## src/rtl/wdog_pkg.sv

```systemverilog
package wdog_pkg;
  typedef enum logic [1:0] {LK_IDLE, LK_KEY1, LK_OPEN} lock_e;

  localparam logic [7:0] KEY_FIRST  = 8'hAA;
  localparam logic [7:0] KEY_SECOND = 8'h55;

  // sticky cause vector order (status bits 7..4): por, stop-recovery, expiry, external
  localparam int CS_POR = 3;
  localparam int CS_REC = 2;
  localparam int CS_TMO = 1;
  localparam int CS_EXT = 0;

  // set beats clear when both land in one cycle
  function automatic logic [3:0] sticky_next(logic [3:0] cur, logic [3:0] set, logic clr);
    return (clr ? 4'h0 : cur) | set;
  endfunction

  function automatic logic [7:0] status_pack(logic [3:0] sticky, logic stop_lvl);
    return {sticky, 3'b000, stop_lvl};
  endfunction
endpackage

```

## src/rtl/wdog_lock.sv

```systemverilog
module wdog_lock import wdog_pkg::*; #(
  parameter int ADDR_W = 12,
  parameter int NBYTES = 3,
  parameter logic [ADDR_W-1:0] CTRL_ADDR = 'hFF0
)(
  input  logic              clk,
  input  logic              rst_n,
  input  logic              we,
  input  logic [ADDR_W-1:0] addr,
  input  logic [7:0]        wdata,
  output logic [NBYTES-1:0] byte_wr,
  output logic              window_open
);
  localparam int IDX_W = (NBYTES > 1) ? $clog2(NBYTES) : 1;
  localparam logic [IDX_W-1:0] IDX_LAST = IDX_W'(NBYTES - 1);

  lock_e            st_q, st_d;
  logic [IDX_W-1:0] idx_q, idx_d;
  logic             hit_ctrl, fresh_key;
  logic [ADDR_W-1:0] want_addr;

  assign hit_ctrl  = we && (addr == CTRL_ADDR);
  assign fresh_key = hit_ctrl && (wdata == KEY_FIRST);
  assign want_addr = CTRL_ADDR + ADDR_W'(idx_q) + ADDR_W'(1);

  always_comb begin
    st_d    = st_q;
    idx_d   = idx_q;
    byte_wr = '0;
    if (we) begin
      st_d  = fresh_key ? LK_KEY1 : LK_IDLE;
      idx_d = '0;
      case (st_q)
        LK_KEY1: if (hit_ctrl && wdata == KEY_SECOND) st_d = LK_OPEN;
        LK_OPEN: if (addr == want_addr) begin
          byte_wr[idx_q] = 1'b1;
          if (idx_q != IDX_LAST) begin
            st_d  = LK_OPEN;
            idx_d = idx_q + 1'b1;
          end
        end
        default: ;
      endcase
    end
  end

  always_ff @(posedge clk or negedge rst_n) begin
    if (!rst_n) begin
      st_q  <= LK_IDLE;
      idx_q <= '0;
    end else begin
      st_q  <= st_d;
      idx_q <= idx_d;
    end
  end

  assign window_open = (st_q == LK_OPEN);
endmodule

```

## src/rtl/wdog_count.sv

```systemverilog
module wdog_count #(
  parameter int CNT_W = 24
)(
  input  logic             clk,
  input  logic             rst_n,
  input  logic             enable,
  input  logic             refresh,
  input  logic [CNT_W-1:0] reload,
  output logic             load_evt,
  output logic             tmo_event,
  output logic [CNT_W-1:0] cnt_q,
  output logic             timeout
);
  logic en_q;

  assign load_evt  = enable && (!en_q || refresh);
  assign tmo_event = enable && !load_evt && (cnt_q == '0);

  always_ff @(posedge clk or negedge rst_n) begin
    if (!rst_n) begin
      en_q    <= 1'b0;
      cnt_q   <= '0;
      timeout <= 1'b0;
    end else begin
      en_q    <= enable;
      timeout <= tmo_event;
      if (load_evt || tmo_event) cnt_q <= reload;
      else if (enable)           cnt_q <= cnt_q - 1'b1;
    end
  end
endmodule

```

## src/rtl/wdog_status.sv

```systemverilog
module wdog_status import wdog_pkg::*; (
  input  logic       clk,
  input  logic       rst_n,
  input  logic [3:0] set_vec,
  input  logic       clr,
  input  logic       stop_lvl,
  output logic [3:0] sticky_q,
  output logic [7:0] stat_byte
);
  always_ff @(posedge clk or negedge rst_n) begin
    if (!rst_n) sticky_q <= 4'h0;
    else        sticky_q <= sticky_next(sticky_q, set_vec, clr);
  end

  assign stat_byte = status_pack(sticky_q, stop_lvl);
endmodule

```

## src/rtl/wdog_guard.sv

```systemverilog
module wdog_guard import wdog_pkg::*; #(
  parameter int CNT_W = 24,
  parameter int ADDR_W = 12,
  parameter logic [ADDR_W-1:0] CTRL_ADDR = 'hFF0,
  parameter logic [CNT_W-1:0] RELOAD_RST = 'h000FFF
)(
  input  logic              clk,
  input  logic              rst_n,
  input  logic [ADDR_W-1:0] bus_addr,
  input  logic [7:0]        bus_wdata,
  input  logic              bus_we,
  input  logic              bus_re,
  output logic [7:0]        bus_rdata,
  input  logic              wd_enable,
  input  logic              refresh,
  input  logic              cause_por,
  input  logic              cause_ext,
  input  logic              cause_stop_rec,
  input  logic              stop_mode,
  output logic              timeout
);
  localparam int NBYTES = CNT_W / 8;

  logic [NBYTES-1:0] byte_wr;
  logic              window_open;
  logic [CNT_W-1:0]  rel_q;
  logic [CNT_W-1:0]  cnt_q;
  logic              load_evt, tmo_event;
  logic [3:0]        set_vec, stat_sticky;
  logic              stat_clr;
  logic [7:0]        stat_byte;

  wdog_lock #(.ADDR_W(ADDR_W), .NBYTES(NBYTES), .CTRL_ADDR(CTRL_ADDR)) u_lock (
    .clk(clk), .rst_n(rst_n), .we(bus_we), .addr(bus_addr), .wdata(bus_wdata),
    .byte_wr(byte_wr), .window_open(window_open)
  );

  // byte 0 is the most significant
  always_ff @(posedge clk or negedge rst_n) begin
    if (!rst_n) rel_q <= RELOAD_RST;
    else
      for (int i = 0; i < NBYTES; i++)
        if (byte_wr[i]) rel_q[CNT_W-1-8*i -: 8] <= bus_wdata;
  end

  wdog_count #(.CNT_W(CNT_W)) u_cnt (
    .clk(clk), .rst_n(rst_n), .enable(wd_enable), .refresh(refresh), .reload(rel_q),
    .load_evt(load_evt), .tmo_event(tmo_event), .cnt_q(cnt_q), .timeout(timeout)
  );

  always_comb begin
    set_vec         = 4'h0;
    set_vec[CS_POR] = cause_por;
    set_vec[CS_REC] = cause_stop_rec;
    set_vec[CS_TMO] = tmo_event;
    set_vec[CS_EXT] = cause_ext;
  end

  assign stat_clr = bus_re && (bus_addr == CTRL_ADDR);

  wdog_status u_stat (
    .clk(clk), .rst_n(rst_n), .set_vec(set_vec), .clr(stat_clr), .stop_lvl(stop_mode),
    .sticky_q(stat_sticky), .stat_byte(stat_byte)
  );

  always_comb begin
    bus_rdata = 8'h00;
    if (bus_addr == CTRL_ADDR) bus_rdata = stat_byte;
    for (int i = 0; i < NBYTES; i++)
      if (bus_addr == CTRL_ADDR + ADDR_W'(i + 1)) bus_rdata = rel_q[CNT_W-1-8*i -: 8];
  end
endmodule

```

## config.mk

```make
export PLATFORM = sky130hd
export DESIGN_NAME = wdog_guard
export DESIGN_NICKNAME = d
export VERILOG_FILES = /design/src/rtl/wdog_pkg.sv /design/src/rtl/wdog_lock.sv /design/src/rtl/wdog_count.sv /design/src/rtl/wdog_status.sv /design/src/rtl/wdog_guard.sv
export SDC_FILE = /design/constraint.sdc
export NUM_CORES = 1
export LEC_CHECK = 0
export BUFFER_PORTS_ARGS = -buffer_cell sky130_fd_sc_hd__buf_2
export CAP_MARGIN = 10
export CORE_MARGIN = 2
export CORE_UTILIZATION = 28
export CTS_CLUSTER_DIAMETER = 40
export CTS_CLUSTER_SIZE = 24
export DETAILED_ROUTE_END_ITERATION = 8
export SYNTH_ARGS = -nofsm -noshare
export SYNTH_HDL_FRONTEND = slang
export SYNTH_SLANG_ARGS = --single-unit
```

## constraint.sdc

```tcl
create_clock -name clk -period 4.5 [get_ports clk]
set_clock_uncertainty 0.05 [all_clocks]
set_input_delay 0.225 -clock clk [delete_from_list [all_inputs] [get_ports clk]]
set_output_delay 0.225 -clock clk [all_outputs]
set_load 0.05 [all_outputs]
```

==> impl_metrics.tcl, run 1 <==
set metrics [dict create \
    drc 0 \
    layout_setup_ws_ns 1.41 \
    nets 404 \
    io_pins 39 \
    htree_levels 3 \
    syn_inst 332 \
    syn_nets 370 \
    critical_path_arrival_ns 3.25 \
    synth.area.top_cells "dfrtp_1, dfstp_2, mux2_2" \
    finalCritPeriodShare 0.686 \
    drtAntennaViolNets 0 \
    report.final.slew_viol_count 0 \
    rows 40 \
    layout-drive-gt1-share 0.296 \
    synth_top_family_by_area "simple AND/OR/NAND/NOR gates" \
    setup_viol 0 \
    yosysWarnings 0 \
    grt_pass1_wl_mm 13.6 \
    cp.required_ns 4.66 \
    rsz0062_at_grt "no" \
    period_needed_ns 3.09 \
    grt_pass1_vias 2581 \
    synth_compound_area_frac 0.125 \
    ir_drop_v 0.000173 \
    cp-start-kind "flop" \
    timing.rr.start "u_cnt.cnt_q[10]" \
    path_clk_slew_ns 0.05 \
    syn_to_final_growth_pct 18.1 \
    reg2reg_to "u_cnt.cnt_q[23]" \
    synthSimpleGateAreaFrac 0.189 \
    core-area_um2 12000 \
    synth_xor_area_frac 0.0103 \
    vias 2719 \
    synth-main-ff-cell "dfrtp_1" \
    r2r_slack_ns 1.41 \
    ys_ff_latch 58 \
    pre_cts_slack_ns 1.41 \
    status "complete, no violations" \
    antennaDiodeCount 0 \
    port_buffers 38 \
    synth_area_um2 3420 \
    drt_first_pass_iters 4 \
    synth_edf_count 0 \
    avgSynthCellArea_um2 10.3 \
    clk_latency_ns 0.32 \
    synthArstFlopShare 1.00 \
    reg2regPathDepth 6 \
    synthAdderAreaFrac 0.0293 \
    antenna_found_initial 0 \
    maxCapViolations 0 \
    power_density_nw_per_um2 370 \
    synth_top_area_share 0.337 \
    cts_hold_buf 0 \
    drt-initial-drc-count 216 \
    die_x_um 114 \
    critical_path_class "reg -> reg" \
    timing.slew.headroom 0.404 \
    n_fill_cell 1193 \
    die-area_um2 13100 \
    cts_tree "done" \
    cts_buffer_depth 2 \
    crit_path_max_fanout 19 \
    gp_congestion 0.797 \
    synthDistinctLibCells 56 \
    synth_most_common_cell "dfrtp_1" \
    routed_wl_mm 8.46 \
    viasPerCell 5.25 \
    start_util 0.286 \
    grt_usage 0.134 \
    synth_area_leader_cell "dfrtp_1" \
    synth_commonest_cells "dfrtp_1, mux2_2, inv_1" \
    post_cts_buffers 0 \
    numClockSinks 58 \
    hpwl_mm 6.07 \
    final_hold_viol_count 0 \
    cts-resized-gates 0 \
    grt_overflow_total 0 \
    end_kind "flop" \
    timing.setup.tns_ns 0 \
    fmax_mhz 324 \
    numCtsBuffers 9 \
    worst_slew_pin_slew_ns 0.886 \
    grt_max_degree 59 \
    hold_path_class "in -> async" \
    wl_per_cell_um 16.3 \
    die_height_um 114 \
    synthMuxAreaShare 0.160 \
    root_buffer "clkbuf_16" \
    seq_area_frac_synth 0.429 \
    p_leak_nw 1.82 \
]
-- cell families (layout without fill, tap and decap cells) --
kind of cell,after synthesis,in the layout
compound gates,61,61
xor+xnor,4,4
fa+ha+maj,8,8
buf+inv,43,82
flops,58,58
mux,45,45
simple gates,113,113
-- registers in the layout (all words and copies together), names as in the netlist --
register	cells
rel_q	24
u_cnt.cnt_q	24
u_cnt.en_q	1
u_cnt.timeout	1
u_lock.idx_q	2
u_lock.st_q	2
u_stat.sticky_q	4
-- critical path, stage by stage, from the launching register on --
cell and delay [ns]:
dfrtp_1 0.40, or4_1 0.60, or4_4 0.62, o21ai_2 0.64, buf_4 0.31, nor2_1 0.06
a211o_1 0.29
-- how the worst max path moves through the flow --
stage | startpoint | endpoint | slack (ns) | cells after the start
after global placement | u_cnt.cnt_q[10] | u_cnt.cnt_q[23] | 1.45 | 6
after global routing | u_lock.idx_q[0] | rel_q[19] | 1.21 | 7
final | u_cnt.cnt_q[10] | u_cnt.cnt_q[23] | 1.41 | 6
after floorplan | u_cnt.cnt_q[5] | u_cnt.cnt_q[21] | 1.93 | 7
after detailed placement | u_cnt.cnt_q[10] | u_cnt.cnt_q[23] | 1.41 | 6
after CTS | u_cnt.cnt_q[10] | u_cnt.cnt_q[23] | 1.40 | 6
-- where the power goes --
group          internal (mW)  switching, mW
combinational         0.0696         0.0976
clock                  0.495          0.240
sequential             0.553         0.0363
-- through the flow --
stage	power (mW)	area, µm²	util	std cells	hold WS [ns]
after global placement	0.758	3720	0.311	502	0.357
final	1.49	4040	0.337	518	0.00929
after detailed placement	0.764	3720	0.311	502	0.360
after global routing	1.55	4040	0.337	518	0.0227
after floorplan	0.707	3420	-	332	-0.121
after CTS	1.50	4040	0.337	518	0.0192
-- layout make-up --
type / instances / area [µm²] / share of cell area
Clock buffer: 10 / 239 / 0.0592
Clock inverter: 6 / 80.1 / 0.0198
Inverter: 25 / 93.8 / 0.0233
Multi-Input combinational cell: 231 / 1760 / 0.436
Sequential cell: 58 / 1470 / 0.363
Tap cell: 147 / 184 / 0.0456
Timing Repair Buffer: 41 / 213 / 0.0527
-- metal layers --
| layer | vias to the layer above | share of wire | GRT usage |
|---|---|---|---|
| met5 | - | 0 | 0 |
| met4 | 0 | 0.011 | 0.0439 |
| met3 | 10 | 0.042 | 0.0339 |
| met2 | 61 | 0.47 | 0.204 |
| met1 | 1348 | 0.48 | 0.187 |
| li1 | 1300 | - | - |
-- cell usage in the layout, fill, tap and decap left out, types with 9 or more instances in the layout --
cell type,n
mux2i_1,13
nor2_1,16
clkbuf_16,9
a22oi_1,15
nor2b_1,9
dfrtp_1,46
o21ai_0,18
inv_1,25
nor4_1,13
mux2_2,27
buf_2,38
dfstp_2,12
nand2_1,23
No activity file was read; power rests on OpenSTA's default activity.
==> run 2: changes to the inputs <==
Clock period 4.5 ns to 2.5 ns, I/O delays scaled along.
==> run 2 against run 1 <==
Compared with the run above: critical path depth decreased by 1; clock-buffer cell count rose by 3; setup slack lost 1.4 ns; via count grew 4.6%; core utilization increased by 2.5 points; cell area up 7.5%.
==> impl_metrics.tcl, run 2 (synthesis results as in run 1) <==
set metrics [dict create \
    total_power_mw 2.85 \
    final_hold_viol_count 0 \
    worst_slew_pin_slew_ns 0.427 \
    grt_pass1_wl_mm 14.7 \
    layout-drive-gt1-share 0.344 \
    rsz0062_at_grt "yes" \
    drt-initial-drc-count 133 \
    numCtsBuffers 9 \
    root_buffer "clkbuf_16" \
    critical_path_class "reg -> reg" \
    status "complete, no violations" \
    rows 40 \
    power_frac_clock 0.496 \
    setup_viol 0 \
    power.switching_mw 0.697 \
    start_util 0.286 \
    port_buffers 38 \
    maxCapViolations 0 \
    cp-start-kind "flop" \
    gp_congestion 0.850 \
    reg2regPathDepth 5 \
    combPwrFrac 0.138 \
    die_x_um 114 \
    die_height_um 114 \
    vias 2845 \
    reg_top3 "rel_q: 24 flops, u_cnt.cnt_q: 24 flops, u_stat.sticky_q: 4 flops" \
    htree_levels 3 \
    antenna_found_initial 0 \
    finalCritPeriodShare 0.997 \
    die-area_um2 13100 \
    numClockSinks 58 \
    clk_latency_ns 0.32 \
    grt_usage 0.145 \
    report.final.slew_viol_count 0 \
    grt_overflow_total 0 \
    drt_first_pass_iters 4 \
    routed_wl_mm 9.02 \
    p_leak_nw 1.96 \
    hpwl_mm 6.59 \
    final_common_cell "dfrtp_1" \
    syn_to_final_growth_pct 26.9 \
    internal_power_mw 2.15 \
    period_needed_ns 2.49 \
    power.share.switching 0.245 \
    viasPerCell 5.22 \
    wl_per_cell_um 16.5 \
    ir_drop_v 0.000347 \
    seqPwrFrac 0.367 \
    cts_buffer_depth 2 \
    drtAntennaViolNets 0 \
    grt_max_degree 35 \
    placed_cell_area_um2 3910 \
    drc 0 \
    stdcell_area_um2 4340 \
    crit_path_max_fanout 6 \
    hold_path_depth 2 \
    nets 431 \
    fmax_mhz 401 \
    final_cell_mix "dfrtp_1, buf_2, mux2_2" \
    antennaDiodeCount 0 \
    cp.required_ns 2.70 \
    timing.slew.headroom 0.716 \
    cts_tree "done" \
    io_pins 39 \
    path_clk_slew_ns 0.05 \
    hold_path_class "in -> reg" \
    critical_path_arrival_ns 2.69 \
    end_kind "flop" \
    power_density_nw_per_um2 657 \
    grt_pass1_vias 2853 \
    core-area_um2 12000 \
]
[run 2: critical path: stages (launching register included)]
cell,delay [ns]
dfrtp_1,0.41
or4_4,0.50
or4_4,0.54
or4b_1,0.53
o32a_1,0.31
o211ai_2,0.06
[run 2: metrics by stage]
step	hold slack (ns)	TNS, ns	cells	setup slack (ns)	util
finish	0.0652	0	545	0.00723	0.363
global route	0.0706	-0.467	545	-0.0686	0.363
detailed placement	-0.0574	-0.0173	524	-0.0173	0.327
global placement	-0.0583	0	524	0.0338	0.327
CTS	0.0582	0	545	0.00211	0.361
floorplan	-0.221	-0.0697	332	-0.0680	-
[run 2: path summary, 6_finish.rpt]
kind                                     from                  to  slack [ns]
min                              bus_wdata[4]           rel_q[20]        0.07
max                            u_cnt.cnt_q[6]     u_cnt.cnt_q[21]       0.007
min reg2reg                u_stat.sticky_q[2]  u_stat.sticky_q[2]        0.43
min in group asynchronous               rst_n      u_cnt.cnt_q[1]        0.13
max reg2reg                    u_cnt.cnt_q[6]     u_cnt.cnt_q[21]       0.007
max in group asynchronous               rst_n            rel_q[5]        1.55
[run 2: area by class of cell]
class                      count  area [µm²]
tap                          147         184
timing repair buffer          68         450
multi-input combinational    231        1790
clock inverter                 3        68.8
sequential                    58        1470
fill                        1165        7620
clock buffer                  13         280
inverter                      25        93.8
[run 2: timing repair]
| action | in CTS | in global routing |
|---|---|---|
| setup buffers | 1 | 0 |
| hold buffers | 4 | 0 |
| endpoints found under the hold margin | 27 | 0 |
| endpoints found under the setup margin | 2 | 13 |
| pin swaps | 2 | 0 |
| resized for setup | 1 | 3 |
[run 2: metal layers]
layer	wire length [µm]	track usage
met4	129	0.0415
met2	4380	0.233
met5	0	0
met1	4260	0.195
met3	251	0.0339
[run 2: power by group through the flow]
stage	clock [mW]	combinational [mW]	sequential [mW]
CTS	1.42	0.388	1.04
finish	1.41	0.392	1.04
global route	1.48	0.436	1.05
global placement	0	0.364	1.05
detailed placement	0	0.376	1.06
floorplan	0	0.219	1.05
